<file path="config.mk">
export PLATFORM = sky130hd
export DESIGN_NAME = tagbuf_capture
export DESIGN_NICKNAME = d
export VERILOG_FILES = /design/src/rtl/tagbuf_pkg.sv /design/src/rtl/tagbuf_sequencer.sv /design/src/rtl/tagbuf_store.sv /design/src/rtl/tagbuf_reader.sv /design/src/rtl/tagbuf_capture.sv
export SDC_FILE = /design/constraint.sdc
export NUM_CORES = 1
export LEC_CHECK = 0
export BUFFER_PORTS_ARGS = -buffer_cell sky130_fd_sc_hd__buf_2
export CAP_MARGIN = 20
export CORE_MARGIN = 10
export CORE_UTILIZATION = 60
export DETAILED_ROUTE_END_ITERATION = 10
export GPL_ROUTABILITY_DRIVEN = 0
export HOLD_SLACK_MARGIN = 0.02
export PLACE_DENSITY_LB_ADDON = 0.15
export SLEW_MARGIN = 20
export SYNTH_ARGS = -nofsm -noshare
export SYNTH_HDL_FRONTEND = slang
export SYNTH_SLANG_ARGS = --single-unit
</file>
<file path="constraint.sdc">
create_clock -name clk -period 3.85 [get_ports clk]
set_input_delay 0 -clock clk [delete_from_list [all_inputs] [get_ports clk]]
set_output_delay 0 -clock clk [all_outputs]
set_load 0.05 [all_outputs]
</file>
<file path="src/rtl/tagbuf_pkg.sv">
package tagbuf_pkg;
    parameter int NUM_CH = 8;
    parameter int DEPTH  = 16;
    parameter int RES_W  = 12;
    parameter int NCLK_W = 8;
    localparam int CH_W   = $clog2(NUM_CH);
    localparam int IDX_W  = $clog2(DEPTH);
    localparam int CNT_W  = IDX_W + 1;
    localparam int WORD_W = RES_W + CH_W + 1;

    typedef struct packed {
        logic [RES_W-1:0] data;
        logic [CH_W-1:0]  chan;
        logic             valid;
    } slot_t;

    // Nearest set bit at or after (skip=0) / strictly after (skip=1) 'from', wrapping.
    function automatic logic [CH_W-1:0] pick_chan(
        input logic [NUM_CH-1:0] mask,
        input logic [CH_W-1:0]   from,
        input logic              skip
    );
        logic [CH_W-1:0] r;
        int idx;
        r = from;
        for (int off = NUM_CH - 1; off >= 0; off--) begin
            idx = (int'(from) + off + int'(skip)) % NUM_CH;
            if (mask[idx]) r = CH_W'(idx);
        end
        return r;
    endfunction

    function automatic logic [WORD_W-1:0] fmt_word(input slot_t s, input logic tag);
        if (!s.valid)
            return '0;
        else if (tag)
            return {s.data, s.chan, 1'b1};
        else
            return {s.data, {(CH_W + 1){1'b0}}};
    endfunction
endpackage

</file>
<file path="src/rtl/tagbuf_sequencer.sv">
module tagbuf_sequencer
    import tagbuf_pkg::*;
(
    input  logic              clk,
    input  logic              rst,
    input  logic              start,
    input  logic              active,
    input  logic [NUM_CH-1:0] mask,
    input  logic [NCLK_W-1:0] nclk,
    output logic              req,
    output logic [CH_W-1:0]   chan
);
    logic [NCLK_W-1:0] tmr;
    logic [NCLK_W-1:0] last_tick;

    assign last_tick = (nclk == '0) ? '0 : nclk - 1'b1;
    assign req       = active && (|mask) && (tmr == last_tick);

    always_ff @(posedge clk) begin
        if (rst) begin
            tmr  <= '0;
            chan <= '0;
        end else if (start) begin
            tmr  <= '0;
            chan <= pick_chan(mask, '0, 1'b0);
        end else if (active) begin
            if (req) begin
                tmr  <= '0;
                chan <= pick_chan(mask, chan, 1'b1);
            end else begin
                tmr  <= tmr + 1'b1;
            end
        end
    end
endmodule

</file>
<file path="src/rtl/tagbuf_store.sv">
module tagbuf_store
    import tagbuf_pkg::*;
(
    input  logic              clk,
    input  logic              rst,
    input  logic              start,
    input  logic              stop,
    input  logic [NUM_CH-1:0] mask,
    input  logic              wr_valid,
    input  logic [CH_W-1:0]   wr_chan,
    input  logic [RES_W-1:0]  wr_data,
    input  logic [IDX_W-1:0]  rd_idx,
    output slot_t             rd_slot,
    output logic              active,
    output logic [CNT_W-1:0]  fill
);
    logic [RES_W-1:0] data_q [DEPTH];
    logic [CH_W-1:0]  chan_q [DEPTH];
    logic [DEPTH-1:0] vld_q;
    logic             accept;
    logic             last_slot;

    assign accept    = active && wr_valid && mask[wr_chan] && (fill < CNT_W'(DEPTH));
    assign last_slot = (fill == CNT_W'(DEPTH - 1));

    always_ff @(posedge clk) begin
        if (rst) begin
            active <= 1'b0;
            fill   <= '0;
            vld_q  <= '0;
        end else if (start) begin
            active <= 1'b1;
            fill   <= '0;
            vld_q  <= '0;
        end else begin
            if (stop || (accept && last_slot))
                active <= 1'b0;
            if (accept) begin
                fill <= fill + 1'b1;
                vld_q[fill[IDX_W-1:0]] <= 1'b1;
            end
        end
    end

    generate
        for (genvar g = 0; g < DEPTH; g++) begin : g_slot
            always_ff @(posedge clk) begin
                if (!start && accept && fill[IDX_W-1:0] == IDX_W'(g)) begin
                    data_q[g] <= wr_data;
                    chan_q[g] <= wr_chan;
                end
            end
        end
    endgenerate

    assign rd_slot = '{data: data_q[rd_idx], chan: chan_q[rd_idx], valid: vld_q[rd_idx]};
endmodule

</file>
<file path="src/rtl/tagbuf_reader.sv">
module tagbuf_reader
    import tagbuf_pkg::*;
(
    input  logic              clk,
    input  logic              rst,
    input  logic              start,
    input  logic              strobe,
    input  logic              tag_en,
    input  slot_t             slot,
    output logic [IDX_W-1:0]  idx,
    output logic [WORD_W-1:0] word
);
    logic [CNT_W-1:0] ptr;
    logic             past_end;

    assign past_end = (ptr >= CNT_W'(DEPTH));
    assign idx      = ptr[IDX_W-1:0];
    assign word     = past_end ? '0 : fmt_word(slot, tag_en);

    always_ff @(posedge clk) begin
        if (rst || start)
            ptr <= '0;
        else if (strobe && !past_end)
            ptr <= ptr + 1'b1;
    end
endmodule

</file>
<file path="src/rtl/tagbuf_capture.sv">
module tagbuf_capture
    import tagbuf_pkg::*;
(
    input  logic              clk,
    input  logic              rst,
    input  logic              seq_start,
    input  logic              seq_stop,
    input  logic [NUM_CH-1:0] chan_mask,
    input  logic [NCLK_W-1:0] nclk,
    input  logic              tag_en,
    output logic              conv_req,
    output logic [CH_W-1:0]   conv_chan,
    input  logic              res_valid,
    input  logic [CH_W-1:0]   res_chan,
    input  logic [RES_W-1:0]  res_data,
    output logic              busy,
    output logic [CNT_W-1:0]  fill_cnt,
    input  logic              rd_strobe,
    output logic [WORD_W-1:0] rd_word
);
    slot_t            rd_slot;
    logic [IDX_W-1:0] rd_idx;

    tagbuf_sequencer u_seq (
        .clk    (clk),
        .rst    (rst),
        .start  (seq_start),
        .active (busy),
        .mask   (chan_mask),
        .nclk   (nclk),
        .req    (conv_req),
        .chan   (conv_chan)
    );

    tagbuf_store u_store (
        .clk      (clk),
        .rst      (rst),
        .start    (seq_start),
        .stop     (seq_stop),
        .mask     (chan_mask),
        .wr_valid (res_valid),
        .wr_chan  (res_chan),
        .wr_data  (res_data),
        .rd_idx   (rd_idx),
        .rd_slot  (rd_slot),
        .active   (busy),
        .fill     (fill_cnt)
    );

    tagbuf_reader u_rd (
        .clk    (clk),
        .rst    (rst),
        .start  (seq_start),
        .strobe (rd_strobe),
        .tag_en (tag_en),
        .slot   (rd_slot),
        .idx    (rd_idx),
        .word   (rd_word)
    );
endmodule

</file>
==> metrics.md <==
| Metric | Value |
|---|---|
| Initial Util | 60.74% |
| Final worst setup slack | between 200 and 250 ps |
| Post-synth top cells | edfxtp_1, mux4_2, nor2_1 |
| Clock Skew | between 20 and 25 ps |
| Router iterations before antenna repair | 5 |
| Gr usage total | between 20% and 30% |
| Status | complete, no violations |
| Via density | roughly 6.2 |
| Global-route wire length before repair | a little over 40,000 um |
| Placeable Area | 20,170 um2 |
| CP delay by family, top | adder cells |
| Worst setup SP type | register |
| CP endpoint kind | register |
| Cell area after layout | approximately 14,000 um2 |
| WL per Instance | between 20 and 25 um |
| Largest net degree at the start of global routing | 38 |
| Lkg Pwr | about 0.0047 uW |
| Via count | ~6.9k |
| Dominant synthesized flop cell | edfxtp_1 |
| Total negative slack | 0 ps |
| #FFs+latches synth | around 280 |
| Max-cap violations | 0 |
| Initial antenna violation count | 0 |
| CTS tree | built |
| Critical Path RT | 4330 ps |
| Clock Power Share | between 40% and 50% |
| Total power | roughly 6600 uW |
| # diodes | 0 |
| Unrepaired setup endpoints after global routing | no |
| Worst-path clk slew | about 60 ps |
| Synth area leader | edfxtp_1 |
| Worst path max stage delay | roughly 800 ps |
| WS Path Type | register to register |
| Sw frac | about a fifth |
| DRC errors left | 0 |
| Post-synthesis sequential area ratio | approximately two thirds |
| Post-CTS sizing | 0 |
| DRT iter0 DRCs | 510 |
| Share of cells above drive strength 1 | between 20% and 30% |
| CTS buffer count | 28 |
| # H-tree levels | 1 |
| Synth Warn # | 0 |
| CTS max path bufs | 3 |
| DP Cell Count | 1,038 |
| DIE AREA | 26,530 um2 |
| Vias in the first global route | around 7k |
| Placed inst area | ~13,000 um2 |
| Sequential power share | around half |
| Area growth syn-to-layout | 15.46% |
| Die outline height | ~160 um |
| Layout Cells excl Fill | about 1.1k |
| Fill cell count | 1,310 |
| Period minus WS final | ~3600 ps |
| Max-slew headroom | roughly a third |
| Worst-Skew Late Latency | around 540 ps |
| Site Rows | 52 |
| Post-Syn Nets | about 770 |
| PD cells | approximately 470 nW/um2 |
| Antenna Nets Post-Route | 0 |
| Post-synth EDFFs | 240 |
| P_sw | about 1400 uW |
| Worst-Margin Slew | approximately 1000 ps |
| DP Wirelength | about 16,000 um |
| Yosys top cell area share | about three fifths |
| Clk Tree Root Cell | clkbuf_16 |
| Nets | approximately 870 |
| CP arrival | about 4100 ps |
| Slew Viols, Final | 0 |
| Die width | 162.9 um |
| FMAX | ~0.28 GHz |
| Period Utilization, post-route | 93.77% |
| Peak supply drop | approximately 0.0003 V |
| Slowest CP cell | ha_1 |
| Internal power | between 5000 and 6000 uW |
| Detailed Route WL | roughly 26,000 um |
| Final setup fails | 0 |
| Total grt overflow | 0 |
| Area contributors post-synth | edfxtp_1, mux4_2, dfxtp_1 |
| Post-synthesis cell count | approximately 720 |
| Worst slack at placement | 775.9 ps |
| Io pins | 64 |
| Worst path buffer plus inverter count | 2 |
| Hold violation total from the final report | 0 |
| Cell variety after synth | 66 |
| Most common cell in the netlist | edfxtp_1 |
| CP cell instances | clkinv_1 -> ha_1 -> mux4_2 -> mux2i_2 -> a21boi_1 -> o21ai_1 -> a21bo_1 -> or3_1 -> nand3_1 -> dlygate4sd3_1 |
| CTS sink cnt | 282 |
| FFs w/ async S/R, synth | 0% |
| Port Buffer Count | 63 |
| Synth Cell Area | about 12,000 um2 |
| Critical-path maximum fanout | 19 |
| Comb power frac | 5.9% |
| Hold Path Class | primary input to register |
| Syn Area/Cell | approximately 17 um2 |
==> layout by cell type (no fill, tap or decap), drive strengths merged, types with 7 or more instances in the layout <==
| master | synthesis | routed |
|---|---|---|
| a21oi | 26 | 26 |
| a31oi | 8 | 8 |
| and3 | 10 | 10 |
| buf | 16 | 87 |
| clkbuf | 25 | 31 |
| clkinv | 1 | 13 |
| dfxtp | 42 | 42 |
| dlygate4sd3 | 0 | 24 |
| edfxtp | 240 | 240 |
| ha | 13 | 13 |
| inv | 17 | 18 |
| mux2i | 10 | 10 |
| mux4 | 91 | 91 |
| nand2 | 23 | 23 |
| nand2b | 7 | 7 |
| nor2 | 54 | 54 |
| nor2b | 16 | 16 |
| nor3 | 18 | 18 |
| o21ai | 9 | 9 |
| xnor2 | 11 | 11 |
| xor2 | 11 | 11 |
==> worst reg2reg max path, cell delays in order, from the launching register on <==
cell	delay, ps
dfxtp_1	340
clkinv_1	210
ha_1	810
mux4_2	490
mux2i_2	260
a21boi_1	200
o21ai_1	80
a21bo_1	220
or3_1	310
nand3_1	90
dlygate4sd3_1	550
==> timing repair <==
item	4_1_cts	5_1_grt
hold buffers	24	0
setup buffers	0	0
hold endpoints to repair	250	0
==> power groups by stage <==
stage / logic [uW] / registers, uW / clock network (uW)
after floorplan: 262 / 3400 / 0
after global placement: 356 / 3400 / 0
after detailed placement: 371 / 3400 / 0
after CTS: 393 / 3340 / 2930
after global routing: 429 / 3340 / 3040
final: 393 / 3330 / 2880
==> cells by family (layout without fill, tap and decap cells) <==
logic type	count (synthesis)	after routing	synth area share, %
flops	282	282	65.69
simple gates	168	168	7.446
mux	103	103	17.76
compound gates	74	74	3.912
buf+inv	59	181	2.104
xor+xnor	23	23	1.757
fa+ha+maj	13	13	1.328
==> metal layers <==
| layer | part of all wire, % | vias to the layer above | routed length (um) | GRT usage [%] |
|---|---|---|---|---|
| li1 | - | 3076 | - | - |
| met5 | 0 | - | 0 | 0 |
| met2 | 53 | 254 | 14000 | 35.26 |
| met4 | 1.7 | 0 | 433 | 4.959 |
| met1 | 39 | 3545 | 10260 | 25.74 |
| met3 | 5.8 | 36 | 1532 | 2.831 |
==> layout make-up <==
cell class | instances | area, um2 | share of cell area [%]
clock buffers | 31 | 711.9 | 5.033
clock inverters | 21 | 281.5 | 1.990
inverters | 18 | 67.56 | 0.4777
multi-input cells | 381 | 3945 | 27.89
flip-flops and latches | 282 | 8053 | 56.93
well taps | 270 | 337.8 | 2.388
repair buffers | 111 | 748.2 | 5.290
==> metrics by stage <==
step,utilization [%],hold WS [ps]
CTS,70.13,66.79
detailed placement,64.01,250.4
global route,70.13,102.7
global placement,64.01,244.7
finish,70.13,99.69
floorplan,-,69.72
==> registers in the layout (all words and copies together) (netlist names), named ones only <==
name            count
u_store.data_q    192
u_store.chan_q     48
u_store.vld_q      16
u_seq.tmr           8
u_rd.ptr            5
u_store.fill        5
u_seq.chan          3
u_store.active      1
==> worst paths after layout <==
kind	endpoint	slack [ps]	from	cells after the start
worst max-delay path	u_seq.chan[0]	240	u_seq.chan[0]	10
worst min-delay path	u_seq.chan[1]	100	chan_mask[0]	5
worst max register to register	u_seq.chan[0]	240	u_seq.chan[0]	10
worst min register to register	u_store.vld_q[8]	470	u_store.vld_q[8]	2
(Power assumes the default switching activity.)
